[src/rtl/cmd_irq_front.sv]
module cmd_irq_front #(
  parameter int BUSY_CYC = 6
) (
  input  logic        clk,
  input  logic        rst_n,
  input  logic        cmd_wr,
  input  logic [15:0] cmd_data,
  input  logic [7:0]  evt_pulse,
  output logic [15:0] status,
  output logic        irq,
  output logic        rx_on,
  output logic        tx_on,
  output logic        rx_enable_stb,
  output logic        rx_disable_stb,
  output logic        rx_reset_stb,
  output logic        rx_drop_stb,
  output logic        tx_enable_stb,
  output logic        tx_disable_stb,
  output logic        tx_reset_stb
);
  localparam int CW = $clog2(BUSY_CYC + 1);
  localparam logic [4:0] OP_GRST = 5'd0,  OP_WIN = 5'd1,  OP_RXDIS = 5'd3, OP_RXEN = 5'd4,
                         OP_RXRST = 5'd5, OP_DROP = 5'd8, OP_TXEN = 5'd9,  OP_TXDIS = 5'd10,
                         OP_TXRST = 5'd11, OP_REQ = 5'd12, OP_ACK = 5'd13, OP_IEN = 5'd14,
                         OP_RDM = 5'd15;

  logic [2:0]    win;
  logic [7:1]    lat, ien;
  logic [7:0]    rdm;
  logic [CW-1:0] bcnt;

  wire        busy = bcnt != '0;
  wire [4:0]  op   = cmd_data[15:11];
  wire [10:0] arg  = cmd_data[10:0];
  wire        go   = cmd_wr && !busy;
  wire        grst = go && op == OP_GRST;
  wire        longop = go && (op == OP_GRST || op == OP_RXRST || op == OP_DROP || op == OP_TXRST);
  wire [7:1]  ev_set = {evt_pulse[7], go && op == OP_REQ, evt_pulse[5:1]};
  wire [7:1]  ev_clr = (go && op == OP_ACK) ? arg[7:1] : 7'd0;
  wire        pend = |(lat & ien);
  wire        unused_ok = &{1'b0, arg[10:8], evt_pulse[6], evt_pulse[0]};

  assign irq    = pend;
  assign status = {win, busy, 4'b0000, {lat, pend} & rdm};

  always_ff @(posedge clk) begin
    if (!rst_n || grst) begin
      win <= '0;
      lat <= '0;
      ien <= '0;
      rdm <= 8'hFF;
      rx_on <= 1'b0;
      tx_on <= 1'b0;
    end else begin
      lat <= (lat & ~ev_clr) | ev_set;
      if (go && op == OP_WIN) win <= arg[2:0];
      if (go && op == OP_IEN) ien <= arg[7:1];
      if (go && op == OP_RDM) rdm <= arg[7:0];
      if (go && op == OP_RXEN) rx_on <= 1'b1;
      else if (go && (op == OP_RXDIS || op == OP_RXRST)) rx_on <= 1'b0;
      if (go && op == OP_TXEN) tx_on <= 1'b1;
      else if (go && (op == OP_TXDIS || op == OP_TXRST)) tx_on <= 1'b0;
    end
  end

  always_ff @(posedge clk) begin
    if (!rst_n) bcnt <= '0;
    else if (longop) bcnt <= CW'(BUSY_CYC);
    else if (busy) bcnt <= bcnt - 1'b1;
  end

  always_ff @(posedge clk) begin
    if (!rst_n) begin
      rx_enable_stb  <= 1'b0;
      rx_disable_stb <= 1'b0;
      rx_reset_stb   <= 1'b0;
      rx_drop_stb    <= 1'b0;
      tx_enable_stb  <= 1'b0;
      tx_disable_stb <= 1'b0;
      tx_reset_stb   <= 1'b0;
    end else begin
      rx_enable_stb  <= go && op == OP_RXEN;
      rx_disable_stb <= go && op == OP_RXDIS;
      rx_reset_stb   <= go && op == OP_RXRST;
      rx_drop_stb    <= go && op == OP_DROP;
      tx_enable_stb  <= go && op == OP_TXEN;
      tx_disable_stb <= go && op == OP_TXDIS;
      tx_reset_stb   <= go && op == OP_TXRST;
    end
  end
endmodule


[config.mk]
export PLATFORM = sky130hd
export DESIGN_NAME = cmd_irq_front
export DESIGN_NICKNAME = d
export VERILOG_FILES = /design/src/rtl/cmd_irq_front.sv
export SDC_FILE = /design/constraint.sdc
export NUM_CORES = 1
export LEC_CHECK = 0
export ABC_AREA = 1
export ABC_CLOCK_PERIOD_IN_PS = 1670
export BUFFER_PORTS_ARGS = -buffer_cell sky130_fd_sc_hd__buf_2
export CAP_MARGIN = 25
export CORE_MARGIN = 1.5
export CORE_UTILIZATION = 40
export CTS_BUF_LIST = sky130_fd_sc_hd__clkbuf_4
export DETAILED_ROUTE_END_ITERATION = 12
export PLACE_DENSITY_LB_ADDON = 0.08
export SLEW_MARGIN = 5
export SYNTH_ARGS = -nofsm -noshare
export SYNTH_HDL_FRONTEND = slang
export SYNTH_SLANG_ARGS = --single-unit
[constraint.sdc]
create_clock -name clk -period 1.67 [get_ports clk]
set_input_delay 0.0835 -clock clk [delete_from_list [all_inputs] [get_ports clk]]
set_output_delay 0.0835 -clock clk [all_outputs]
set_load 0.03 [all_outputs]
# Word-level counts from Yosys, hierarchy flattened
# Cells that the tools add are included.
# classes
addsub	1
n_bitwise	6
eq_ne	12
reduce_logical	32
mux	7
# op_table
op	count
== test 5 x 4 -> 1 bit (second input constant)	8
logical AND 1 bit	17
AND 7 bit	2
== test 5 x 3 -> 1 bit (second input constant)	2
AND 8 bit	1
2-to-1 mux 7 bit	1
NOT 7 bit	1
bitwise OR 7 bit	1
OR reduction 7 bit	1
logical OR 1 bit	6
2-to-1 mux 3 bit	2
nonzero test 2 bit	3
== test 5 x 1 -> 1 bit (second input constant)	1
== test 5 x 2 -> 1 bit (second input constant)	1
zero test 5 bit	1
2-to-1 mux 1 bit	4
nonzero test 3 bit	1
subtractor 3 x 1 -> 3 bit (second input constant)	1
zero test 1 bit	2
OR reduction 2 bit	1
NOT 1 bit	1
# word_totals
inputBits	27
wordCells	73
reg_bits	37

# Depth between registers and ports, before layout
# depth
depth_word	8
mapped_depth	8
ltp_nobuf	8

# Worst setup path after synthesis
# Ideal clock, no wire load.
# synth_timing
kind	register to register
from	register bcnt[0]
to	register rdm[3]
arrival_time_ns	1.399
synth_period_minus_slack_ns	1.518
required_ns	1.551
stages_incl_launch_ff	9
setup_time_ns	0.119
setup_slack_ns	0.152
path_cell_list	dfxtp_1 nor2_1 ha_1 nand2_4 nor2_4 nand2_4 buf_6 a21oi_1 o21ai_1
# synth_via
elab_chain_cells	5
word_cells_on_any_way	6
classes_between	reduce/logical (6)
# synth_rtl
item	line_no	text
start, declared	30	logic [CW-1:0] bcnt;
start signal, assigned	68	else if (longop) bcnt <= CW'(BUSY_CYC);
start signal, assigned	69	else if (busy) bcnt <= bcnt - 1'b1;
nonzero test 3 bit *	32	wire busy = bcnt != '0;
zero test 1 bit *	35	wire go = cmd_wr && !busy;
logical AND 1 bit *	35	
logical AND 1 bit	36	wire grst = go && op == OP_GRST;
logical OR 1 bit	47	if (!rst_n || grst) begin
end signal, assigned	58	if (go && op == OP_RDM) rdm <= arg[7:0];
end, declared	29	logic [7:0] rdm;
# Every way passes the cells marked *; elsewhere a longest branch is shown, timed or not.
# A chain may end at the register's enable or synchronous reset.

# Final worst setup path
# layout_timing
from	register bcnt[0]
to	register lat[6] (netlist name)
# layout_via
elab_chain_cells	8
word_cells_on_any_way	11
classes_between	mux (1); bitwise (3); reduce/logical (7)
# layout_rtl
item	line_no	text
nonzero test 3 bit *	32	
zero test 1 bit *	35	
logical AND 1 bit *	35	
logical AND 1 bit	39	wire [7:1] ev_clr = (go && op == OP_ACK) ? arg[7:1] : 7'd0;
2-to-1 mux 7 bit	39	
NOT 7 bit	55	lat <= (lat & ~ev_clr) | ev_set;
AND 7 bit	55	
bitwise OR 7 bit	55	
end signal, assigned	55	
end, declared	28	logic [7:1] lat, ien;
# Marks and branches as above.

==> impl_metrics.csv <==
group,metric,value,unit
outcome,status,"complete, no violations",
placement,dpl_cell_area,1920,um^2
worst_setup_path,startpoint_type,"flop",
yosys,syn_inst,215,
drt,wirelength,3.50,mm
worst_hold_path,hold_path.class,"in -> reg",
global_route,grt_overflow_total,0,
layout,fill_cells,409,
clocking,clkSinkCount,37,
worst_setup_path,worstSetupPathType,"reg -> reg",
worst_setup_path,path_max_fanout,7,
placement,placed_cells,306,
placement,preCtsSetupSlack,0.0689,ns
floorplanning,die_x,67.4,um
worst_setup_path,crit_chain,"nor2_2 -> ha_2 -> nand2_4 -> nor2_4 -> nand2_1 -> o21ai_0 -> a21oi_1",
yosys,synth-seq-cells,37,
sta,hold_viol,0,
sta,worst_slack,0.118,ns
worst_setup_path,endpoint_kind,"flop",
yosys,synth_flop_cell,"dfxtp_1",
layout,syn_to_final_growth,27.6,%
drt,vias,1496,
floorplanning,die_area,4540,um^2
sta,fin_skew,0.00677,ns
global_route,grt_busiest_layer,"met2",
pwr,p_per_area,927,nW/um^2
layout,postLayoutCoreUtil,52.9,%
layout,drive_gt1_share,27.8,%
global_route,grt_max_degree,27,
yosys,ys_async_sr_fraction,0,%
placement,place.gp.congestion,0.795,
floorplanning,rows,23,
clocking,htreeDepth,2,
clocking,clock_latency,0.34,ns
worst_setup_path,cp.arrival,1.78,ns
yosys,synth_edf_count,0,
worst_setup_path,path_delay_family,"simple AND/OR/NAND/NOR gates",
sta,finalCriticalPeriod,1.55,ns
floorplanning,initial_core_util,41.4,%
worst_setup_path,worst-path-stages,7,
sta,fin_crit_sh,92.9,%
global_route,grt_pass1_vias,1372,
sta,timing.hold.ws,0.0174,ns
global_route,antenna_found_initial,0,
worst_setup_path,worstPathRequired,1.90,ns
drt,route.detailed.drc,0,
global_route,grt_use_met1,21.0,%
clocking,clk_pin_slew,0.11,ns
clocking,cts_buffers,5,
sta,fmax,0.644,GHz
yosys,netlist_top_cells_count,"43 x nand2_1, 37 x dfxtp_1, 31 x inv_1",
drt,drtIter0Drc,54,
floorplanning,fp.coreArea,4000,um^2
floorplanning,io-pin-count,53,
floorplanning,die_h,67.4,um
layout,post_layout_nonfiller_instances,327,
yosys,yosysWarnings,0,
yosys,netlist_area,1660,um^2
drt,avgViaCountPerCell,4.57,
global_route,grt_util_met2,28.5,%
worst_setup_path,slowest_stage,"dfxtp_1",
global_route,use_met3,6.00,%
worst_setup_path,cpPeakStageDelay,0.35,ns
drt,firstDrtPassIters,4,
yosys,synth-seq-area-share,44.7,%
worst_setup_path,timing.rr.start,"bcnt[0]",
drt,final_antenna_net_count,0,
pwr,ir_drop,0.000401,V
yosys,synth_cell_types,29,
yosys,synthDominantCellAreaShare,44.7,%
clocking,cts_tree,"yes",
yosys,yosys.area.top_type,"dfxtp_1",
layout,layout.nets,305,
worst_setup_path,reg2reg_to,"lat[6]",
sta,maxSlewViolCount,0,
clocking,cts_max_path_buffers,2,
yosys,yosys-top-cells-area,"dfxtp_1 45%, nand2_1 9.7%, inv_1 7.0%, a21oi_1 6.9%, nand3_1 4.2%",
clocking,root_buffer,"clkbuf_4",
sta,setup_viol,0,
drt,wl_per_cell,10.7,um
worst_setup_path,critPathLaunch,"bcnt[0]",
placement,place_hpwl,2.50,mm
yosys,synth.avg_cell_area,7.71,um^2
worst_setup_path,reg2reg_depth,7,
layout,final_area,2120,um^2
worst_setup_path,r2r_setup_slack,0.12,ns
placement,io_buffers,43,
job,drv_cap,0,
worst_setup_path,cp.buffers_inverters,0,
yosys,yosysMostFrequentCell,"nand2_1",
pwr,leakage,1.05,nW
layout,antenna-diode-count,0,
global_route,grt_pass1_wl,5.87,mm
global_route,track_usage,17.4,%
worst_setup_path,endpoint,"lat[6]",
[stage by stage]
step,setup TNS [ns],power (mW)
floorplan,0,1.34
global placement,0,1.45
detailed placement,0,1.46
CTS,0,1.98
global route,-0.0206,2.10
finish,0,1.96
[final cells by class]
| cell class | count | area, um^2 | area share [%] |
|---|---|---|---|
| clock buffers | 8 | 60.1 | 2.84 |
| repair buffers | 60 | 388 | 18.3 |
| inverters | 33 | 125 | 5.91 |
| well taps | 50 | 62.6 | 2.96 |
| multi-input cells | 139 | 739 | 34.9 |
| flip-flops and latches | 37 | 741 | 35.0 |
[tightest hold or removal path: cells and delay by family]
kind | cells | cell delay (ns)
buf+inv | 1 | 0.12
simple gates | 1 | 0.06
compound gates | 1 | 0.05
[worst min path at each step]
stage               depth (start not counted)      end    startpoint
floorplan                                   2  bcnt[0]         rst_n
global placement                            3   lat[5]  evt_pulse[5]
detailed placement                          3   lat[4]  evt_pulse[4]
CTS                                         3   ien[1]   cmd_data[1]
global route                                3   ien[1]   cmd_data[1]
finish                                      3   ien[1]   cmd_data[1]
[metal layers]
layer  vias to the layer above  wire length (um)
met5                         -                 0
met4                         0                55
met3                         6               139
met2                        29              1570
met1                       660              1730
li1                        801                 -
[cells in the final DEF (no fill, tap or decap), types with 2 or more instances in the layout]
cell type and count:
o21ai_0 13, dfxtp_1 37, nand4_1 4, dlygate4sd3_1 13
buf_2 43, conb_1 4, nor2_4 2, clkbuf_4 8
nand2_1 43, nor2_2 2, a21oi_2 7, nand3_1 14
o21ai_1 2, nor2_1 13, buf_4 3, a21oi_1 22
nand2_4 2, inv_1 31
[registers in the layout, summed over array words and instances (netlist names), 3 cells and up]
signal	flops
rdm	8
ien	7
lat	7
bcnt	3
win	3
[cells by family (layout without fill, tap and decap cells)]
kind of cell             Yosys count  after routing  synth area share [%]
AO/OA/AOI/OAI                     46             46                  16.4
XOR/XNOR                           1              1                 0.528
other                              1              4                 0.226
buffers and inverters             42            101                  11.9
adder cells (fa/ha/maj)            2              2                  1.51
AND/OR/NAND/NOR                   86             86                  24.8
flip-flops                        37             37                  44.7
[report_power, final]
part           leakage, nW  switching (mW)  total (mW)  internal (mW)
clock               0.0368           0.277       0.493          0.217
sequential           0.301          0.0318       0.958          0.927
combinational        0.713           0.322       0.509          0.187
[timing repair]
item / 4_1_cts / 5_1_grt
endpoints found under the hold margin: 13 / 1
hold buffers: 12 / 1
endpoints found under the setup margin: 0 / 15
setup buffers: 0 / 0
gates resized for setup: 0 / 3
(Power assumes the default switching activity.)
